===== src/rtl/uart_rx_pkg.sv =====
package uart_rx_pkg;
  localparam int unsigned CHAR_W = 8;

  // status word bit positions
  localparam int unsigned ST_DR = 0;
  localparam int unsigned ST_OE = 1;
  localparam int unsigned ST_PE = 2;
  localparam int unsigned ST_FE = 3;
  localparam int unsigned ST_W  = 4;

  typedef enum logic [1:0] {
    PAR_OFF  = 2'b00,
    PAR_EVEN = 2'b01,
    PAR_ODD  = 2'b10,
    PAR_OFF2 = 2'b11
  } par_mode_e;

  typedef struct packed {
    logic              fe;
    logic              pe;
    logic [CHAR_W-1:0] data;
  } rx_ent_t;
endpackage


===== src/rtl/uart_rx_deser.sv =====
module uart_rx_deser
  import uart_rx_pkg::*;
#(
  parameter int unsigned CPB = 16
) (
  input  logic      clk,
  input  logic      rst_n,
  input  logic      rx_i,
  input  par_mode_e par_mode,
  output logic      out_vld,
  output rx_ent_t   out_ent
);
  localparam int unsigned CW   = (CPB > 2) ? $clog2(CPB) : 2;
  localparam int unsigned HALF = CPB / 2 - 1;
  localparam int unsigned BW   = $clog2(CHAR_W);

  typedef enum logic [2:0] {S_IDLE, S_START, S_DATA, S_PAR, S_STOP} st_e;

  st_e               st;
  logic [1:0]        sync_q;
  logic [CW-1:0]     cnt;
  logic [BW-1:0]     bit_idx;
  logic [CHAR_W-1:0] shreg;
  logic              par_bit;
  logic              rx_s;
  logic              par_on;
  logic              par_bad;

  assign rx_s   = sync_q[1];
  assign par_on = (par_mode == PAR_EVEN) || (par_mode == PAR_ODD);

  always_comb begin
    case (par_mode)
      PAR_EVEN: par_bad = (^shreg) ^ par_bit;
      PAR_ODD:  par_bad = ~((^shreg) ^ par_bit);
      default:  par_bad = 1'b0;
    endcase
  end

  always_ff @(posedge clk or negedge rst_n) begin
    if (!rst_n) begin
      sync_q  <= 2'b11;
      st      <= S_IDLE;
      cnt     <= '0;
      bit_idx <= '0;
      shreg   <= '0;
      par_bit <= 1'b0;
      out_vld <= 1'b0;
      out_ent <= '0;
    end else begin
      sync_q  <= {sync_q[0], rx_i};
      out_vld <= 1'b0;
      case (st)
        S_IDLE: begin
          if (!rx_s) begin
            st  <= S_START;
            cnt <= '0;
          end
        end
        S_START: begin
          if (cnt == CW'(HALF)) begin
            cnt     <= '0;
            bit_idx <= '0;
            st      <= rx_s ? S_IDLE : S_DATA;
          end else begin
            cnt <= cnt + 1'b1;
          end
        end
        S_DATA: begin
          if (cnt == CW'(CPB - 1)) begin
            cnt   <= '0;
            shreg <= {rx_s, shreg[CHAR_W-1:1]};
            if (bit_idx == BW'(CHAR_W - 1)) st <= par_on ? S_PAR : S_STOP;
            else bit_idx <= bit_idx + 1'b1;
          end else begin
            cnt <= cnt + 1'b1;
          end
        end
        S_PAR: begin
          if (cnt == CW'(CPB - 1)) begin
            cnt     <= '0;
            par_bit <= rx_s;
            st      <= S_STOP;
          end else begin
            cnt <= cnt + 1'b1;
          end
        end
        S_STOP: begin
          if (cnt == CW'(CPB - 1)) begin
            cnt          <= '0;
            out_vld      <= 1'b1;
            out_ent.data <= shreg;
            out_ent.fe   <= ~rx_s;
            out_ent.pe   <= par_bad;
            bit_idx      <= '0;
            // a low stop sample doubles as the centre of the next start bit
            st           <= rx_s ? S_IDLE : S_DATA;
          end else begin
            cnt <= cnt + 1'b1;
          end
        end
        default: st <= S_IDLE;
      endcase
    end
  end
endmodule


===== src/rtl/rx_fifo.sv =====
module rx_fifo
  import uart_rx_pkg::*;
#(
  parameter int unsigned DEPTH = 16,
  localparam int unsigned AW   = $clog2(DEPTH),
  localparam int unsigned CNTW = AW + 1
) (
  input  logic              clk,
  input  logic              rst_n,
  input  logic              clr,
  input  logic              fifo_en,
  input  logic              push,
  input  rx_ent_t           push_ent,
  input  logic              pop,
  output logic [CHAR_W-1:0] head_data,
  output rx_ent_t           nxt_head,
  output logic [CNTW-1:0]   fill,
  output logic              head_load,
  output logic              ovf
);
  rx_ent_t         mem [DEPTH];
  logic [AW-1:0]   wr_ptr, rd_ptr, rd_nxt;
  logic [CNTW-1:0] after_pop, limit;
  logic            pop_ok, room, do_wr, do_ovw;

  assign pop_ok    = pop && (fill != '0);
  assign after_pop = fill - CNTW'(pop_ok);
  assign limit     = fifo_en ? CNTW'(DEPTH) : CNTW'(1);
  assign room      = after_pop < limit;
  assign do_wr     = push && room && !clr;
  assign do_ovw    = push && !room && !fifo_en && !clr;
  assign ovf       = push && !room && !clr;
  assign rd_nxt    = rd_ptr + AW'(pop_ok);
  assign head_load = !clr && (do_ovw || (pop_ok && after_pop != '0) ||
                              (after_pop == '0 && do_wr));
  assign nxt_head  = (do_ovw || after_pop == '0) ? push_ent : mem[rd_nxt];
  assign head_data = mem[rd_ptr].data;

  always_ff @(posedge clk) begin
    if (do_wr)  mem[wr_ptr] <= push_ent;
    if (do_ovw) mem[rd_nxt] <= push_ent;
  end

  always_ff @(posedge clk or negedge rst_n) begin
    if (!rst_n) begin
      wr_ptr <= '0;
      rd_ptr <= '0;
      fill   <= '0;
    end else if (clr) begin
      wr_ptr <= '0;
      rd_ptr <= '0;
      fill   <= '0;
    end else begin
      wr_ptr <= wr_ptr + AW'(do_wr);
      rd_ptr <= rd_nxt;
      fill   <= after_pop + CNTW'(do_wr);
    end
  end
endmodule


===== src/rtl/rx_status.sv =====
module rx_status #(
  parameter int unsigned DEPTH = 16,
  localparam int unsigned CNTW = $clog2(DEPTH) + 1
) (
  input  logic            clk,
  input  logic            rst_n,
  input  logic            head_load,
  input  logic            nxt_fe,
  input  logic            nxt_pe,
  input  logic            ovf,
  input  logic            lsr_rd,
  input  logic [CNTW-1:0] fill,
  input  logic            fifo_en,
  input  logic [1:0]      trig_sel,
  output logic            fe,
  output logic            pe,
  output logic            oe,
  output logic            irq
);
  logic [CNTW-1:0] thr;
  logic            avail;

  always_comb begin
    case (trig_sel)
      2'd0:    thr = CNTW'(1);
      2'd1:    thr = CNTW'(DEPTH / 4);
      2'd2:    thr = CNTW'(DEPTH / 2);
      default: thr = CNTW'(DEPTH - 2);
    endcase
  end

  assign avail = fifo_en ? (fill >= thr) : (fill != '0);
  assign irq   = oe | pe | fe | avail;

  always_ff @(posedge clk or negedge rst_n) begin
    if (!rst_n) begin
      fe <= 1'b0;
      pe <= 1'b0;
      oe <= 1'b0;
    end else begin
      if (head_load) begin
        fe <= nxt_fe;
        pe <= nxt_pe;
      end else if (lsr_rd) begin
        fe <= 1'b0;
        pe <= 1'b0;
      end
      if (ovf)         oe <= 1'b1;
      else if (lsr_rd) oe <= 1'b0;
    end
  end
endmodule


===== src/rtl/uart_rx_lsr.sv =====
module uart_rx_lsr
  import uart_rx_pkg::*;
#(
  parameter int unsigned CLKS_PER_BIT = 16,
  parameter int unsigned FIFO_DEPTH   = 16,
  localparam int unsigned CNTW        = $clog2(FIFO_DEPTH) + 1
) (
  input  logic              clk,
  input  logic              rst_n,
  input  logic              rx_i,
  input  logic [1:0]        par_mode,
  input  logic              fifo_en,
  input  logic              fifo_clr,
  input  logic [1:0]        trig_sel,
  output logic              rd_valid,
  input  logic              rd_ready,
  output logic [CHAR_W-1:0] rd_data,
  input  logic              lsr_rd,
  output logic [ST_W-1:0]   line_status,
  output logic              irq
);
  logic            char_vld;
  rx_ent_t         char_ent;
  rx_ent_t         nxt_head;
  logic [CNTW-1:0] fill;
  logic            head_load, ovf, pop;
  logic            fe, pe, oe;

  assign rd_valid = (fill != '0);
  assign pop      = rd_valid && rd_ready;

  uart_rx_deser #(.CPB(CLKS_PER_BIT)) u_deser (
    .clk      (clk),
    .rst_n    (rst_n),
    .rx_i     (rx_i),
    .par_mode (par_mode_e'(par_mode)),
    .out_vld  (char_vld),
    .out_ent  (char_ent)
  );

  rx_fifo #(.DEPTH(FIFO_DEPTH)) u_fifo (
    .clk       (clk),
    .rst_n     (rst_n),
    .clr       (fifo_clr),
    .fifo_en   (fifo_en),
    .push      (char_vld),
    .push_ent  (char_ent),
    .pop       (pop),
    .head_data (rd_data),
    .nxt_head  (nxt_head),
    .fill      (fill),
    .head_load (head_load),
    .ovf       (ovf)
  );

  rx_status #(.DEPTH(FIFO_DEPTH)) u_status (
    .clk       (clk),
    .rst_n     (rst_n),
    .head_load (head_load),
    .nxt_fe    (nxt_head.fe),
    .nxt_pe    (nxt_head.pe),
    .ovf       (ovf),
    .lsr_rd    (lsr_rd),
    .fill      (fill),
    .fifo_en   (fifo_en),
    .trig_sel  (trig_sel),
    .fe        (fe),
    .pe        (pe),
    .oe        (oe),
    .irq       (irq)
  );

  always_comb begin
    line_status        = '0;
    line_status[ST_DR] = rd_valid;
    line_status[ST_OE] = oe;
    line_status[ST_PE] = pe;
    line_status[ST_FE] = fe;
  end
endmodule


===== config.mk =====
export PLATFORM = sky130hd
export DESIGN_NAME = uart_rx_lsr
export DESIGN_NICKNAME = d
export VERILOG_FILES = /design/src/rtl/uart_rx_pkg.sv /design/src/rtl/uart_rx_deser.sv /design/src/rtl/rx_fifo.sv /design/src/rtl/rx_status.sv /design/src/rtl/uart_rx_lsr.sv
export SDC_FILE = /design/constraint.sdc
export NUM_CORES = 1
export LEC_CHECK = 0
export ABC_AREA = 1
export BUFFER_PORTS_ARGS = -buffer_cell sky130_fd_sc_hd__buf_2
export CORE_MARGIN = 5
export CORE_UTILIZATION = 67
export CTS_CLUSTER_DIAMETER = 120
export CTS_CLUSTER_SIZE = 20
export DETAILED_ROUTE_END_ITERATION = 10
export GPL_ROUTABILITY_DRIVEN = 0
export PLACE_DENSITY = 0.83
export SLEW_MARGIN = 5
export SYNTH_ARGS = -nofsm -noshare
export SYNTH_HDL_FRONTEND = slang
export SYNTH_SLANG_ARGS = --single-unit

===== constraint.sdc =====
create_clock -name clk -period 7.77 [get_ports clk]
set_input_delay 1.554 -clock clk [delete_from_list [all_inputs] [get_ports clk]]
set_output_delay 1.554 -clock clk [all_outputs]
set_load 0.01 [all_outputs]

**Word level (Yosys, flattened, before mapping)**

Memory sizes are Yosys's and may differ from the RTL's.
Cells that the tools add are included.

- Bits in registers: 48
- RAM bits: 160
- Input bits: 11
- Word-level logic and storage cells: 124
- Memories: 1

- Add/sub/neg operators: 6
- $lt $le $gt $ge: 2
- Equality and inequality tests: 18
- Multiplexer cells: 39
- Bitwise gates (word level): 6
- Reduce and logical (&&, ||, !) cells: 36

Memory list:

| memory | words | width | rd ports | clocked after memory_dff | wr ports | line | text |
|---|---|---|---|---|---|---|---|
| u_fifo.mem | 16 | 10 | 2 | 0 | 1 | rx_fifo.sv:21 | `rx_ent_t mem [DEPTH];` |

Operators by type and width:

| operator | number |
|---|---|
| $mux 3 | 11 |
| $mux 4 | 6 |
| $pmux 4 s3 | 2 |
| $mux 10 | 2 |
| $pmux 3 s5 | 1 |
| $mux 1 | 12 |
| $logic_and 1x1->1 | 11 |
| $mux 5 | 2 |
| $ne 2x1->1 const B | 5 |
| $reduce_bool 5->1 | 2 |
| $reduce_or 10->1 | 1 |
| $pmux 3 s3 | 1 |
| $add 4x1->4 | 2 |
| $reduce_and 2->1 | 4 |
| $reduce_xor 8->1 | 1 |
| $eq 3x2->1 const B | 2 |
| $eq 3x3->1 const B | 2 |
| $reduce_and 6->1 | 1 |
| $reduce_bool 3->1 | 2 |
| $add 5x1->5 | 1 |
| $ge 5x4->1 | 1 |
| $logic_not 5->1 | 1 |
| $lt 5x5->1 | 1 |
| $reduce_and 5->1 | 1 |
| other kinds (20) | 32 |

**Depth between registers and ports, before layout**

Gate-level depths: netlist (run 1).

- Depth after elaboration: 13
- Mapped depth: 21
- Gate-level depth less buffers: 20

**By module**

A second synthesis (run 1) with hierarchy kept.

- Cells, all modules: 1,058
- Area, all modules: 10,558.9 µm²

Modules (own cells, without submodules):

| module | instances | cells each | area an instance (µm²) | sequential area each (µm²) |
|---|---|---|---|---|
| rx_fifo | 1 | 816 | 8,605.8 | 5,129.9 |
| uart_rx_deser | 1 | 189 | 1,612.8 | 803.3 |
| rx_status | 1 | 43 | 286.5 | 75.1 |
| uart_rx_lsr | 1 | 10 | 53.8 | 0.0 |

**Worst setup path before layout (run 1)**

No wires, ideal clock.

- Kind: input-to-reg
- Start point: in rd_ready
- End point: mem u_fifo.mem[0][0] (netlist bit) (enable)
- Data arrival time: 3,775 ps
- Slack: 3,619 ps
- Cell stages on the path: 15
- Path through: nand2_1 > inv_1 > ha_1 > ha_1 > nand3_1 > and2_1 > inv_1 > ha_1 > nand2_2 > nand2_4 > nand3_4 > buf_12 > o21ai_4 > nand3_2 > nor2_1

- Cells in the longest elaborated chain, start to end: 12

Ends and longest elaborated chain:

| element | line | text |
|---|---|---|
| start: declaration | uart_rx_lsr.sv:16 | `input logic rd_ready,` |
| $logic_and 1x1->1 (*) | uart_rx_lsr.sv:30 | `assign pop = rd_valid && rd_ready;` |
| $logic_and 1x1->1 (*) | rx_fifo.sv:26 | `assign pop_ok = pop && (fill != '0);` |
| $sub 5x1->5 | rx_fifo.sv:27 | `assign after_pop = fill - CNTW'(pop_ok);` |
| $lt 5x5->1 | rx_fifo.sv:29 | `assign room = after_pop < limit;` |
| $logic_not 1->1 | rx_fifo.sv:31 | `assign do_ovw = push && !room && !fifo_en && !clr;` |
| $logic_and 1x1->1 (3 in series) | rx_fifo.sv:31 |  |
| $mux 1 | rx_fifo.sv:41 | `if (do_ovw) mem[rd_nxt] <= push_ent;` |
| $mux 1 (implied by the code) | rx_fifo.sv:41 |  |
| $reduce_or 10->1 (no line) | -- |  |
| $mux 4 (no line) or $mux 1 (tied branches) | -- |  |
| end: declaration | rx_fifo.sv:21 |  |

Every way passes the cells marked *; elsewhere a longest branch is shown, timed or not.

**Final worst setup path (run 1)**

- Start point: in rd_ready
- End point: mem u_fifo.mem[9][6] (netlist bit) (enable)

Same word-level chain as after synthesis.

==> summary.txt, run 1 <==
CTS
  – H-tree level count: 1
  – Worst-path clk slew: 80 ps
  – Clock latency on the worst-skew pair: 460 ps
  – CTS root buffer: clkbuf_16
  – CTS Buffer Depth: 3
  – Num Clock Sinks: 208
  – PostCTS Resize Cnt: 0
  – Cts hold-fix bufs: 0
  – Total CTS buffers: 14
  – Setup Buffers After CTS: 0
  – CTS tree: done

Timing
  – Clock Skews: 20.0 ps
  – RSZ-0062 raised after global routing: no
  – Fin crit period: 4600 ps
  – FMAX: 217 MHz
  – Final TNS setup: 0 ps
  – Worst Max-Slew Pin Slew: 1100 ps
  – Pins Over Slew Limit: 0
  – Final Hold Fails: 0
  – Final Cycle Share: 59.2%
  – Normalized max-slew margin: 26.9%
  – Final setup viols: 0

Logic synthesis
  – Synth unique cells: 41
  – Ranking of synthesized cells by area: edfxtp_1 (52%), dfrtp_1 (12%), nand2_1 (4.8%)
  – Compound-cell area share of the yosys netlist: 9.68%
  – Syn_area_per_cell: 11.4 sq um
  – Post-synthesis xor/xnor area fraction: 1.13%
  – Adder-Cell Fraction of Synth Area: 2.44%
  – Post-synthesis sequential area ratio: 65.1%
  – Post-synthesis cell count: 809
  – Post-Syn Area: 0.00923 sq mm
  – Syn Nets: 838
  – Synth Warn #: 0
  – Proportion of netlist area held by the largest area contributor: 52.1%
  – Post-synth top area cell: edfxtp_1
  – Main combinational cell family by area after synthesis: simple AND/OR/NAND/NOR gates
  – Synth Area in Simple Gates: 12.3%
  – Number of synthesized register bits: 208
  – Post-synthesis mux area share: 3.47%

Critical path
  – CP cell instances: buf_2 -> nand2_1 -> inv_1 -> ha_1 -> ha_1 -> nand2_1 -> nand2_1 -> and2_1 -> inv_1 -> ha_1 -> nand2_2 -> nand2_4 -> nand3_4 -> nand2_1 -> inv_1 -> nor2_1 -> nand2_1 -> nor2_1
  – Slowest cell delay on critical path: 710 ps
  – Cell mode on critical path: nand2_1
  – Slowest CP cell: nor2_1
  – Worst setup EP type: flip-flop
  – Worst EP required: 7860 ps
  – Critical Path AT: 4680 ps
  – Worst setup SP type: input pin
  – Crit Path Class: input pin to flip-flop
  – CP Max Fanout: 16

Power
  – Maximum vdd drop: 0.276 mV
  – Pwr dens: 301 mW/mm^2
  – Pleak: 3.87 nW
  – Overall Power: 0.00296 W

GRT
  – Met2 usage: 40.8%
  – Total GRT Usage: 24.9%
  – GR Util met3: 3.76%
  – Largest net degree at the start of global routing: 98
  – GRT overflow: 0
  – Number of global-route vias before repair: 5999
  – Grt met1 use: 34.3%
  – First-pass GRT wire length: 31.7 mm
  – Antenna violations before repair: 0
  – GRT busiest layer: met2

Finish
  – Nets: 844
  – Layout cells sized above 1: 8.56%
  – Area grow syn2layout: 6.26%
  – ANT cells: 0
  – Core Util, Final: 73.2%

Detailed routing
  – Routed WL: 19.5 mm
  – # DRC: 0
  – Vias per cell: 6.06
  – WL/cell: 19.6 um
  – Post-route ant nets: 0
  – DRT iter0 DRCs: 608
  – Total iterations of the first detailed-routing run: 5
  – Via count: 6022

Outcome
  – Status: finished, final reports clean

Floorplan
  – Die Y: 127 um
  – Ports: 25
  – Core Area: 0.0134 sq mm
  – Row count: 42
  – DIE AREA: 0.0162 sq mm
  – Starting density of the core: 68.9%
  – Die width: 127 um

Run
  – MaxCap Viol Count: 0

Min path
  – Worst Hold Class: flip-flop to flip-flop

Place
  – I/O Buffers: 24
  – Final HPWL DP: 12.9 mm
-- cell type report --
class / instances / area (sq um)
Tap cell: 176 / 220
Multi-Input combinational cell: 467 / 2670
Timing Repair Buffer: 25 / 128
Fill cell: 896 / 3590
Clock buffer: 18 / 387
Sequential cell: 208 / 6010
Clock inverter: 1 / 16.3
Inverter: 99 / 372
-- metal layers --
| layer | vias up | part of all wire [%] |
|---|---|---|
| met2 | 271 | 49 |
| met5 | - | 0 |
| met4 | 0 | 3.9 |
| li1 | 2805 | - |
| met3 | 46 | 6.8 |
| met1 | 2900 | 41 |
-- synth_stat cells (all sizes together) --
library cell,number
xnor2,7
xor2,4
or2,1
and2,1
nand3,55
nand2,128
edfxtp,160
mux2i,32
ha,18
a21oi,41
a22o,1
o211ai,33
clkbuf,20
dfstp,2
inv,98
clkinv,1
nand3b,1
nand4,4
dfrtp,46
a31oi,2
nor3,6
nor4,1
buf,15
o31ai,1
o21ai,74
nor2,57
-- cell families (layout without fill, tap and decap cells) --
group,Yosys count,after routing
adders and majority gates,18,18
and+or+nand+nor,254,254
xor gates and xnor gates,11,11
AOI/OAI and AO/OA,152,152
muxes,32,32
DFF,208,208
buffers and inverters,134,143
-- metrics by stage --
step	area [sq um]	cells	worst slack [ps]	hold WS, ps
after floorplan	9230	809	3620	345
after global placement	9410	975	3110	348
after detailed placement	9410	975	2810	352
after CTS	9810	994	3250	363
after global routing	9810	994	2860	372
final	9810	994	3170	361
-- where the power goes --
group	total [W]	internal [W]	leakage, nW	switching (W)
clock network	0.000688	0.000353	0.195	0.000335
registers	0.00133	0.00122	2.26	0.000109
logic	0.000936	0.000339	1.42	0.000597
total	0.00296	0.00191	3.87	0.00104
-- path summary, 6_finish.rpt --
kind | to | slack, ps | depth (start not counted) | start
min reg2reg | u_deser.sync_q[1] | 360 | 0 | u_deser.sync_q[0]
max | u_fifo.mem[9][6] | 3170 | 18 | rd_ready
min | u_deser.sync_q[1] | 360 | 0 | u_deser.sync_q[0]
max reg2reg | u_fifo.mem[9][6] | 3570 | 18 | u_fifo.fill[2]
min in group asynchronous | u_deser.shreg[5] | 1290 | 1 | rst_n
max in group asynchronous | u_fifo.rd_ptr[0] | 5710 | 1 | rst_n
-- registers in the layout, indices dropped and copies added (netlist names) --
name,count
u_deser.shreg,8
u_deser.bit_idx,3
u_deser.st,3
u_deser.out_ent,10
u_deser.sync_q,2
u_status.oe,1
u_fifo.fill,5
u_fifo.rd_ptr,4
u_deser.out_vld,1
u_deser.par_bit,1
u_deser.cnt,4
u_fifo.mem,160
u_fifo.wr_ptr,4
u_status.fe,1
u_status.pe,1
-- cells in the final DEF (no fill, tap or decap), types with 6 or more instances in the layout --
| master | Yosys | routed |
|---|---|---|
| a21oi_1 | 40 | 40 |
| buf_2 | 7 | 24 |
| clkbuf_16 | 0 | 15 |
| dfrtp_1 | 46 | 45 |
| edfxtp_1 | 160 | 160 |
| ha_1 | 18 | 18 |
| inv_1 | 98 | 98 |
| mux2i_1 | 32 | 32 |
| nand2_1 | 119 | 119 |
| nand2_2 | 8 | 8 |
| nand3_1 | 49 | 49 |
| nor2_1 | 53 | 53 |
| nor3_1 | 6 | 6 |
| o211ai_1 | 33 | 33 |
| o21ai_0 | 67 | 67 |
| xnor2_1 | 7 | 7 |
-- worst max-delay path, delay by kind of cell --
kind	cells	cell delay, ps
adders and majority gates	3	750
buffers and inverters	4	330
and+or+nand+nor	11	2020
Power figures use the tool's default switching activity.
==> run 2: changes to the inputs <==
Settings changed: CORE_UTILIZATION 67 to 62, PLACE_DENSITY 0.83 to 0.77.
Clock period 7.77 ns to 4.6 ns, I/O delays scaled along.
==> run 2 against run 1 <==
Net effect:
- global-route usage shrank 2.6 points
- final cell count grew 3.1%
- clock power grew 76%
- hold slack gained 0.96 ps
- sequential power grew 65%
- highest routed layer unchanged
==> summary.txt, run 2 (same netlist as run 1, synthesis figures left out) <==
Critical path
  – Worst r2r path cells: 18 (unchanged)
  – CP Buf/Inv Count: 3 (-1)
  – Levels on crit path: 18 (unchanged)
  – CP cell instances: nor2_1 -> nand4_1 -> nand2_1 -> inv_1 -> ha_1 -> ha_1 -> nand3_1 -> and2_1 -> inv_1 -> ha_1 -> nand2_2 -> nand2_4 -> nand3_4 -> nand2_1 -> inv_1 -> nor2_1 -> nand2_1 -> nor2_1
  – Critical Path AT: 4080 ps (-600 ps)
  – Worst setup EP type: flip-flop
  – Worst setup SP type: flip-flop
  – Slowest CP cell: nor2_1
  – Slowest cell delay on critical path: 650 ps (-60 ps)
  – Crit Path Class: flip-flop to flip-flop
  – CP Max Fanout: 16 (unchanged)
  – Worst EP required: 4700 ps (-3160 ps)
  – FF-to-FF setup slack: 630 ps (-2940 ps)
  – Crit path max-delay family: simple AND/OR/NAND/NOR gates

Timing
  – Final Cycle Share: 86.4%
  – Fin crit period: 3970 ps
  – Final Hold Fails: 0 (unchanged)
  – Worst Max-Slew Pin Slew: 1050 ps (-48.2 ps)
  – RSZ-0062 raised after global routing: no
  – Final TNS setup: 0 ps (unchanged)
  – Hold WS: 362 ps (+0.964 ps)
  – Final setup viols: 0 (unchanged)
  – Pins Over Slew Limit: 0 (unchanged)
  – FMAX: 252 MHz
  – Normalized max-slew margin: 30.1% (+3.2 points)
  – Clock Skews: 13.4 ps (-6.62 ps)

Floorplan
  – Starting density of the core: 63.3% (-5.6 points)
  – Core Area: 0.0146 sq mm (+8.9%)
  – Die Y: 132 um (+3.6%)
  – Row count: 44 (+4.8%)
  – DIE AREA: 0.0174 sq mm (+7.4%)
  – Die width: 132 um (+3.6%)
  – Ports: 25 (unchanged)

GRT
  – Antenna violations before repair: 0 (unchanged)
  – First-pass GRT wire length: 31.4 mm (-1.1%)
  – Total GRT Usage: 22.3% (-2.6 points)
  – Largest net degree at the start of global routing: 50 (-49%)
  – Number of global-route vias before repair: 6023 (+0.40%)
  – GRT overflow: 0 (unchanged)

Power
  – Maximum vdd drop: 0.294 mV (+6.5%)
  – Net switching fraction of the power: 35.7% (+0.47 points)
  – Pleak: 3.97 nW (+2.7%)
  – Overall Power: 0.00507 W (+72%)
  – Cell Int Power: 0.00326 W (+70%)
  – Seq pwr share: 43.2% (-1.9 points)
  – Pwr dens: 508 mW/mm^2 (+69%)
  – Combinational Power Share: 32.9% (+1.2 points)
  – Share of total power in the clock network: 23.9% (+0.6 points)
  – Switching power: 0.00181 W (+74%)

Finish
  – Fillcell total: 1007 (+12%)
  – Max reg flops: 160 (unchanged)
  – Biggest regs: u_fifo.mem: 160 flops, u_deser.out_ent: 10 flops, u_deser.shreg: 8 flops
  – ANT cells: 0 (unchanged)
  – Layout cells sized above 1: 10.5% (+1.9 points)
  – Nets: 862 (+2.1%)
  – Reg with most FFs: u_fifo.mem
  – Most common cell after layout, fill and taps aside: edfxtp_1
  – Most frequent cells in the layout: edfxtp_1 (160), nand2_1 (119), inv_1 (98), o21ai_0 (67), nor2_1 (53)
  – Area grow syn2layout: 8.04%

CTS
  – PostCTS Resize Cnt: 0 (unchanged)
  – Total CTS buffers: 14 (unchanged)
  – Clock latency on the worst-skew pair: 470 ps (about the same)
  – CTS root buffer: clkbuf_16
  – Setup Buffers After CTS: 0 (unchanged)
  – Cts hold-fix bufs: 0 (unchanged)
  – H-tree level count: 1 (unchanged)
  – CTS tree: done
  – Worst-path clk slew: 80 ps (about the same)
  – CTS Buffer Depth: 3 (unchanged)
  – Num Clock Sinks: 208 (unchanged)

Detailed routing
  – Post-route ant nets: 0 (unchanged)
  – Total iterations of the first detailed-routing run: 5 (unchanged)
  – # DRC: 0 (unchanged)
  – Via count: 6088 (+1.1%)
  – Vias per cell: 5.94 (-2.0%)
  – WL/cell: 19.0 um (-3.2%)
  – Routed WL: 19.5 mm (-0.21%)
  – DRT iter0 DRCs: 482 (-21%)

Place
  – Final HPWL DP: 12.8 mm (-0.70%)
  – I/O Buffers: 24 (unchanged)

Run
  – MaxCap Viol Count: 0 (unchanged)

Min path
  – Worst Hold Class: flip-flop to flip-flop
  – WHS Path Cells: 0 (unchanged)

Outcome
  – Status: finished, final reports clean
==> run 2: cell types whose count changed in the layout (fill, tap and decap cells not counted), sizes merged <==
cell | previous run | this run
clkbuf | 18 | 23
buf | 25 | 43
==> run 2: final cells by class <==
class | instances | area [sq um] | share of cell area [%]
Clock buffer | 23 | 405 | 4.07
Inverter | 99 | 372 | 3.73
Timing Repair Buffer | 43 | 263 | 2.63
Clock inverter | 1 | 16.3 | 0.163
Tap cell | 184 | 230 | 2.31
Multi-Input combinational cell | 467 | 2670 | 26.8
Sequential cell | 208 | 6010 | 60.3
==> run 2: path summary, 6_finish.rpt <==
kind | end | start
min reg2reg | u_deser.sync_q[1] | u_deser.sync_q[0]
max | u_fifo.mem[13][4] | u_fifo.fill[2]
min | u_deser.sync_q[1] | u_deser.sync_q[0]
min in group asynchronous | u_fifo.fill[4] | rst_n
max in group asynchronous | u_fifo.rd_ptr[0] | rst_n
max reg2reg | u_fifo.mem[13][4] | u_fifo.fill[2]
==> run 2: per-stage QoR <==
stage          util [%]  worst slack [ps]  area (sq um)  cells
2_1_floorplan         -              1080          9230    809
3_5_place_dp       65.5               512          9550   1001
6_report           68.4               626          9970   1025
4_1_cts            68.4               673          9970   1025
3_3_place_gp       65.5               652          9550   1001
5_1_grt            68.4               226          9970   1025
==> run 2: per-layer routing <==
layer | vias to the layer above | routed length, um | share of wire (%) | global-route usage [%]
met2 | 252 | 9390 | 48 | 36.0
met1 | 2945 | 8020 | 41 | 30.6
met3 | 57 | 1270 | 6.5 | 3.28
met5 | - | 0 | 0 | 0
met4 | 0 | 787 | 4.0 | 9.54
li1 | 2834 | - | - | -
==> run 2: power by group through the flow <==
stage	Combinational (W)	Clock (W)	Sequential, W
3_3_place_gp	0.00157	0	0.00222
6_report	0.00167	0.00121	0.00219
4_1_cts	0.00166	0.00123	0.00219
5_1_grt	0.00187	0.00130	0.00220
3_5_place_dp	0.00163	0	0.00223
2_1_floorplan	0.00130	0	0.00215
